[src/rtl/fault_seq_pkg.sv]
package fault_seq_pkg;
  typedef enum logic [2:0] {
    ST_OFF   = 3'd0,
    ST_START = 3'd1,
    ST_SOFT  = 3'd2,
    ST_RUN   = 3'd3,
    ST_BLANK = 3'd4,
    ST_RETRY = 3'd5,
    ST_LOCK  = 3'd6
  } fs_state_e;

  function automatic logic fs_switching(input fs_state_e s);
    return (s == ST_SOFT) || (s == ST_RUN) || (s == ST_BLANK);
  endfunction
endpackage

[src/rtl/fs_fault_class.sv]
module fs_fault_class (
  input  logic vcc_ov_i,
  input  logic fb_ovl_i,
  input  logic temp_hot_i,
  input  logic cs_short_i,
  input  logic blk_low_i,
  input  logic vcc_uv_i,
  output logic lock_o,
  output logic uv_o,
  output logic ovl_o
);
  localparam int N_LOCK = 4;
  logic [N_LOCK-1:0] lock_cause;

  // overvoltage only counts when feedback also sits in overload
  assign lock_cause = {vcc_ov_i & fb_ovl_i, temp_hot_i, cs_short_i, blk_low_i};
  assign lock_o     = |lock_cause;
  assign uv_o       = vcc_uv_i & ~lock_o;
  assign ovl_o      = fb_ovl_i & ~lock_o & ~vcc_uv_i;
endmodule

[src/rtl/fs_soft_ramp.sv]
module fs_soft_ramp #(
  parameter int RAMP_W     = 8,
  parameter int STEP_TICKS = 8
) (
  input  logic              clk,
  input  logic              rst_n,
  input  logic              clr,
  input  logic              run,
  input  logic              tick,
  output logic [RAMP_W-1:0] code_o,
  output logic              done_o
);
  localparam logic [RAMP_W-1:0] CODE_MAX = {RAMP_W{1'b1}};

  logic              step_end;
  logic [RAMP_W-1:0] code_q;

  generate
    if (STEP_TICKS <= 1) begin : g_nodiv
      assign step_end = run & tick;
    end else begin : g_div
      localparam int DIV_W = $clog2(STEP_TICKS);
      localparam logic [DIV_W-1:0] DIV_LAST = DIV_W'(STEP_TICKS - 1);
      logic [DIV_W-1:0] div_q;

      always_ff @(posedge clk or negedge rst_n) begin
        if (!rst_n)           div_q <= '0;
        else if (clr)         div_q <= '0;
        else if (run && tick) div_q <= (div_q == DIV_LAST) ? '0 : div_q + 1'b1;
      end

      assign step_end = run & tick & (div_q == DIV_LAST);
    end
  endgenerate

  always_ff @(posedge clk or negedge rst_n) begin
    if (!rst_n)                            code_q <= '0;
    else if (clr)                          code_q <= '0;
    else if (step_end && code_q != CODE_MAX) code_q <= code_q + 1'b1;
  end

  assign code_o = code_q;
  assign done_o = step_end & (code_q == CODE_MAX);
endmodule

[src/rtl/fs_blank_timer.sv]
module fs_blank_timer #(
  parameter int LIMIT = 2000
) (
  input  logic clk,
  input  logic rst_n,
  input  logic arm,
  input  logic tick,
  output logic expired_o
);
  localparam int CW = $clog2(LIMIT + 1);
  localparam logic [CW-1:0] CNT_END = CW'(LIMIT);

  logic [CW-1:0] cnt_q;

  always_ff @(posedge clk or negedge rst_n) begin
    if (!rst_n)                        cnt_q <= '0;
    else if (!arm)                     cnt_q <= '0;
    else if (tick && cnt_q != CNT_END) cnt_q <= cnt_q + 1'b1;
  end

  assign expired_o = (cnt_q == CNT_END);
endmodule

[src/rtl/fault_seq.sv]
module fault_seq
  import fault_seq_pkg::*;
#(
  parameter int RAMP_W        = 8,
  parameter int SS_STEP_TICKS = 8,
  parameter int BLANK_TICKS   = 2000
) (
  input  logic              clk,
  input  logic              rst_n,
  input  logic              tick_i,
  input  logic              vcc_on_i,
  input  logic              vcc_uv_i,
  input  logic              vcc_deep_i,
  input  logic              vcc_ov_i,
  input  logic              fb_ovl_i,
  input  logic              temp_hot_i,
  input  logic              cs_short_i,
  input  logic              blk_low_i,
  input  logic              blk_full_i,
  output logic              src_en_o,
  output logic              pwm_en_o,
  output logic [RAMP_W-1:0] ramp_o,
  output logic              blk_chg_o,
  output logic [2:0]        state_o
);
  fs_state_e st_q, st_d;
  logic      lock_req, uv_req, ovl_req;
  logic      ramp_done, blank_expired;
  logic      uvlo_src_q;
  logic      switching;

  fs_fault_class u_class (
    .vcc_ov_i   (vcc_ov_i),
    .fb_ovl_i   (fb_ovl_i),
    .temp_hot_i (temp_hot_i),
    .cs_short_i (cs_short_i),
    .blk_low_i  (blk_low_i),
    .vcc_uv_i   (vcc_uv_i),
    .lock_o     (lock_req),
    .uv_o       (uv_req),
    .ovl_o      (ovl_req)
  );

  assign switching = fs_switching(st_q);

  fs_soft_ramp #(
    .RAMP_W     (RAMP_W),
    .STEP_TICKS (SS_STEP_TICKS)
  ) u_ramp (
    .clk    (clk),
    .rst_n  (rst_n),
    .clr    (~switching),
    .run    (st_q == ST_SOFT),
    .tick   (tick_i),
    .code_o (ramp_o),
    .done_o (ramp_done)
  );

  fs_blank_timer #(
    .LIMIT (BLANK_TICKS)
  ) u_blank (
    .clk       (clk),
    .rst_n     (rst_n),
    .arm       (st_q == ST_BLANK),
    .tick      (tick_i),
    .expired_o (blank_expired)
  );

  always_comb begin
    st_d = st_q;
    unique case (st_q)
      ST_OFF, ST_START: if (vcc_on_i) st_d = ST_SOFT;
      ST_SOFT: begin
        if (lock_req)       st_d = ST_LOCK;
        else if (uv_req)    st_d = ST_START;
        else if (ramp_done) st_d = ST_RUN;
      end
      ST_RUN: begin
        if (lock_req)     st_d = ST_LOCK;
        else if (uv_req)  st_d = ST_START;
        else if (ovl_req) st_d = ST_BLANK;
      end
      ST_BLANK: begin
        if (lock_req)                        st_d = ST_LOCK;
        else if (uv_req)                     st_d = ST_START;
        else if (!ovl_req)                   st_d = ST_RUN;
        else if (blank_expired && blk_full_i) st_d = ST_RETRY;
      end
      ST_RETRY: if (vcc_uv_i)   st_d = ST_START;
      ST_LOCK:  if (vcc_deep_i) st_d = ST_OFF;
      default:  st_d = ST_OFF;
    endcase
  end

  always_ff @(posedge clk or negedge rst_n) begin
    if (!rst_n) st_q <= ST_OFF;
    else        st_q <= st_d;
  end

  // undervoltage hysteresis kept alive while locked
  always_ff @(posedge clk or negedge rst_n) begin
    if (!rst_n)               uvlo_src_q <= 1'b0;
    else if (st_q != ST_LOCK) uvlo_src_q <= 1'b0;
    else if (vcc_uv_i)        uvlo_src_q <= 1'b1;
    else if (vcc_on_i)        uvlo_src_q <= 1'b0;
  end

  assign src_en_o  = (st_q == ST_OFF) || (st_q == ST_START) ||
                     ((st_q == ST_LOCK) && uvlo_src_q);
  assign pwm_en_o  = switching;
  assign blk_chg_o = (st_q == ST_BLANK) && blank_expired;
  assign state_o   = st_q;
endmodule

[config.mk]
export PLATFORM = sky130hd
export DESIGN_NAME = fault_seq
export DESIGN_NICKNAME = d
export VERILOG_FILES = /design/src/rtl/fault_seq_pkg.sv /design/src/rtl/fs_fault_class.sv /design/src/rtl/fs_soft_ramp.sv /design/src/rtl/fs_blank_timer.sv /design/src/rtl/fault_seq.sv
export SDC_FILE = /design/constraint.sdc
export NUM_CORES = 1
export LEC_CHECK = 0
export CAP_MARGIN = 20
export CORE_MARGIN = 2
export CORE_UTILIZATION = 35
export DETAILED_ROUTE_END_ITERATION = 7
export DONT_BUFFER_PORTS = 1
export GPL_ROUTABILITY_DRIVEN = 0
export HOLD_SLACK_MARGIN = 0.03
export PLACE_DENSITY = 0.47
export SKIP_CTS_REPAIR_TIMING = 1
export SLEW_MARGIN = 20
export SYNTH_ARGS = -nofsm -noshare
export SYNTH_HDL_FRONTEND = slang
export SYNTH_SLANG_ARGS = --single-unit
[constraint.sdc]
create_clock -name clk -period 4.81 [get_ports clk]
set_input_delay 0 -clock clk [delete_from_list [all_inputs] [get_ports clk]]
set_output_delay 0 -clock clk [all_outputs]
set_load 0.02 [all_outputs]
==> flow_summary.yaml <==
floorplan:
  core-area_um2: 4290
  initial_core_util_pct: 35.6
  pin_count: 26
  die_area_um2: 4920
  die_y_um: 70.1
  fp.dieW_um: 70.1
  rows: 24
timing:
  setup_ws_ns: 2.32
  clock_skew_ns: 0.0105
  whs_ns: 0.0548
  min_period_over_period_pct: 51.7
  final_hold_viol_count: 0
  setup_viol: 0
  tightest_slew_ns: 0.683
  fmax_mhz: 402
  finalSetupTns_ns: 0
  rsz0062_at_grt: "false"
  relSlewSlack_pct: 54.3
  drv_slew: 0
  min_period_ns: 2.49
critical_path:
  crit_type: "register to register"
  path_max_fanout: 14
  startpoint_type: "register"
  required_ns: 5.02
  crit_arrival_ns: 2.70
  end_kind: "register"
logic_synthesis:
  synthAdderAreaFrac_pct: 4.09
  syn_area_um2: 1530
  synth-edff-count: 0
  yosys-top-cells-count: "26 x dfrtp_1, 20 x nor2_1, 17 x nand2_1"
  yosysMostFrequentCell: "dfrtp_1"
  synthXorXnorAreaFrac_pct: 7.44
  synth_cell_types: 40
  ys_top_cells_by_area: "dfrtp_1 43%, xor2_1 5.2%, nor2_1 4.9%"
  synthMuxAreaShare_pct: 2.29
  synth_compound_area_share_pct: 12.1
  ys.flop_type: "dfrtp_1"
  ys_seq_elements: 26
  synth_seq_area_share_pct: 42.5
  yosysWarnings: 0
  synth-simple-area-share_pct: 27.9
  synth_top_family_by_area: "simple AND/OR/NAND/NOR gates"
  synth.net_count: 183
  synth_area_per_cell_um2: 9.22
  synth_top_cell_by_area: "dfrtp_1"
  synth-async-reset-ratio_pct: 100
  synth_cells: 166
  synth_top_area_share_pct: 42.5
cells_and_area:
  area_growth_pct: 13.1
  regArea_um2: 651
  multiInputGateArea_um2: 823
  stdcell_area_um2: 1730
  drive_gt1_share_pct: 8.72
  fillCellCount: 421
  final_util_pct: 40.3
  diodes: 0
  final_nets: 190
grt:
  antenna_found_initial: 0
  track_usage_pct: 14.0
  first_global_vias: 1199
  grt_max_degree: 27
  grt_first_pass_wirelength_um: 5530
  gr-total-overflow: 0
clock_tree:
  insertion_delay_ns: 0.28
  cts-root-buf: "clkbuf_8"
  cts_made_buffers: 3
  clkTransAtPathRegs_ns: 0.10
  htreeDepth: 1
  cts_max_path_buffers: 2
  cts_tree: "yes"
  clock-sinks: 26
placement:
  dp_slack_ns: 2.62
  portBuffers: 0
  placed_area_um2: 1570
  hpwl_um: 2390
routing:
  ant_nets: 0
  vias: 1232
  routedWlPerCell_um: 14.7
  drtPass1Iterations: 4
  drtIter0Drc: 25
  postRouteWirelength_um: 3300
  viasPerCell: 5.50
  drc_errors: 0
run:
  cap_violations: 0
run_status:
  status: "completed"
power_and_ir_drop:
  power_density_nw_per_um2: 383
  p_leak_nw: 0.715
  ir_worst_vdd_mv: 0.186
min_path:
  hold_path.class: "input pin to register"
-- layout make-up --
type	count	area share, %
Clock inverter	1	1.74
Sequential cell	26	37.6
Clock buffer	3	2.39
Tap cell	52	3.76
Inverter	8	1.74
Timing Repair Buffer	8	5.21
Multi-Input combinational cell	126	47.6
-- metal layers --
| metal | vias up | wire [µm] | global-route usage [%] |
|---|---|---|---|
| li1 | 594 | - | - |
| met1 | 609 | 1490 | 17.0 |
| met2 | 22 | 1620 | 23.3 |
| met3 | 7 | 111 | 3.17 |
| met4 | 0 | 80 | 7.05 |
| met5 | - | 0 | 0 |
-- cell usage in the layout (no fill, tap or decap), types with 2 or more instances in the layout --
cell	n
nor3b_1	4
nor2b_1	2
dlygate4sd3_1	7
dfrtp_1	26
xor2_1	9
mux2i_1	2
inv_1	8
o21ai_0	7
or3_1	3
and3_1	3
nand4_1	5
xnor2_1	4
nor2_1	20
nand3_1	12
ha_1	5
nor3_1	2
nand2_1	17
and4_1	2
a21oi_1	9
clkbuf_8	3
-- through the flow --
stage	instances	total power [mW]
floorplan	166	0.439
detailed placement	212	0.475
finish	224	0.663
CTS	216	0.658
global route	224	0.712
global placement	212	0.470
-- sequential cells by signal (all words and copies together), names as in the netlist --
| register | flops |
|---|---|
| u_blank.cnt_q | 11 |
| u_ramp.code_o | 8 |
| state_o | 3 |
| u_ramp.g_div.div_q | 3 |
| uvlo_src_q | 1 |
-- worst max-delay path, cell delays in order, from the launching register on --
cell           delay (ns)
dfrtp_1              0.66
nor3b_2              0.47
nand3_1              0.19
o2111ai_1            0.25
nand3_2              0.15
o2bb2ai_1            0.14
dlygate4sd3_1        0.55
-- cell families after synthesis --
logic type,Yosys count
simple gates,79
buf+inv,14
xor+xnor,13
flops,26
mux,3
compound gates,26
fa+ha+maj,5
-- final timing paths --
kind,start,end,slack (ns),depth (start not counted)
max,state_o[1],state_o[0],2.32,6
min,blk_full_i,state_o[1],0.05,4
max reg2reg,state_o[1],state_o[0],2.32,6
min reg2reg,u_ramp.g_div.div_q[2],u_ramp.g_div.div_q[2],0.54,2
max in group asynchronous,rst_n,u_ramp.code_o[5],4.50,2
min in group asynchronous,rst_n,u_blank.cnt_q[7],0.15,2
-- report_power, final --
group / switching, mW / internal (mW) / total (mW)
logic: 0.121 / 0.0729 / 0.194
registers: 0.0487 / 0.238 / 0.286
clock network: 0.0714 / 0.111 / 0.183
(Power assumes the default switching activity.)
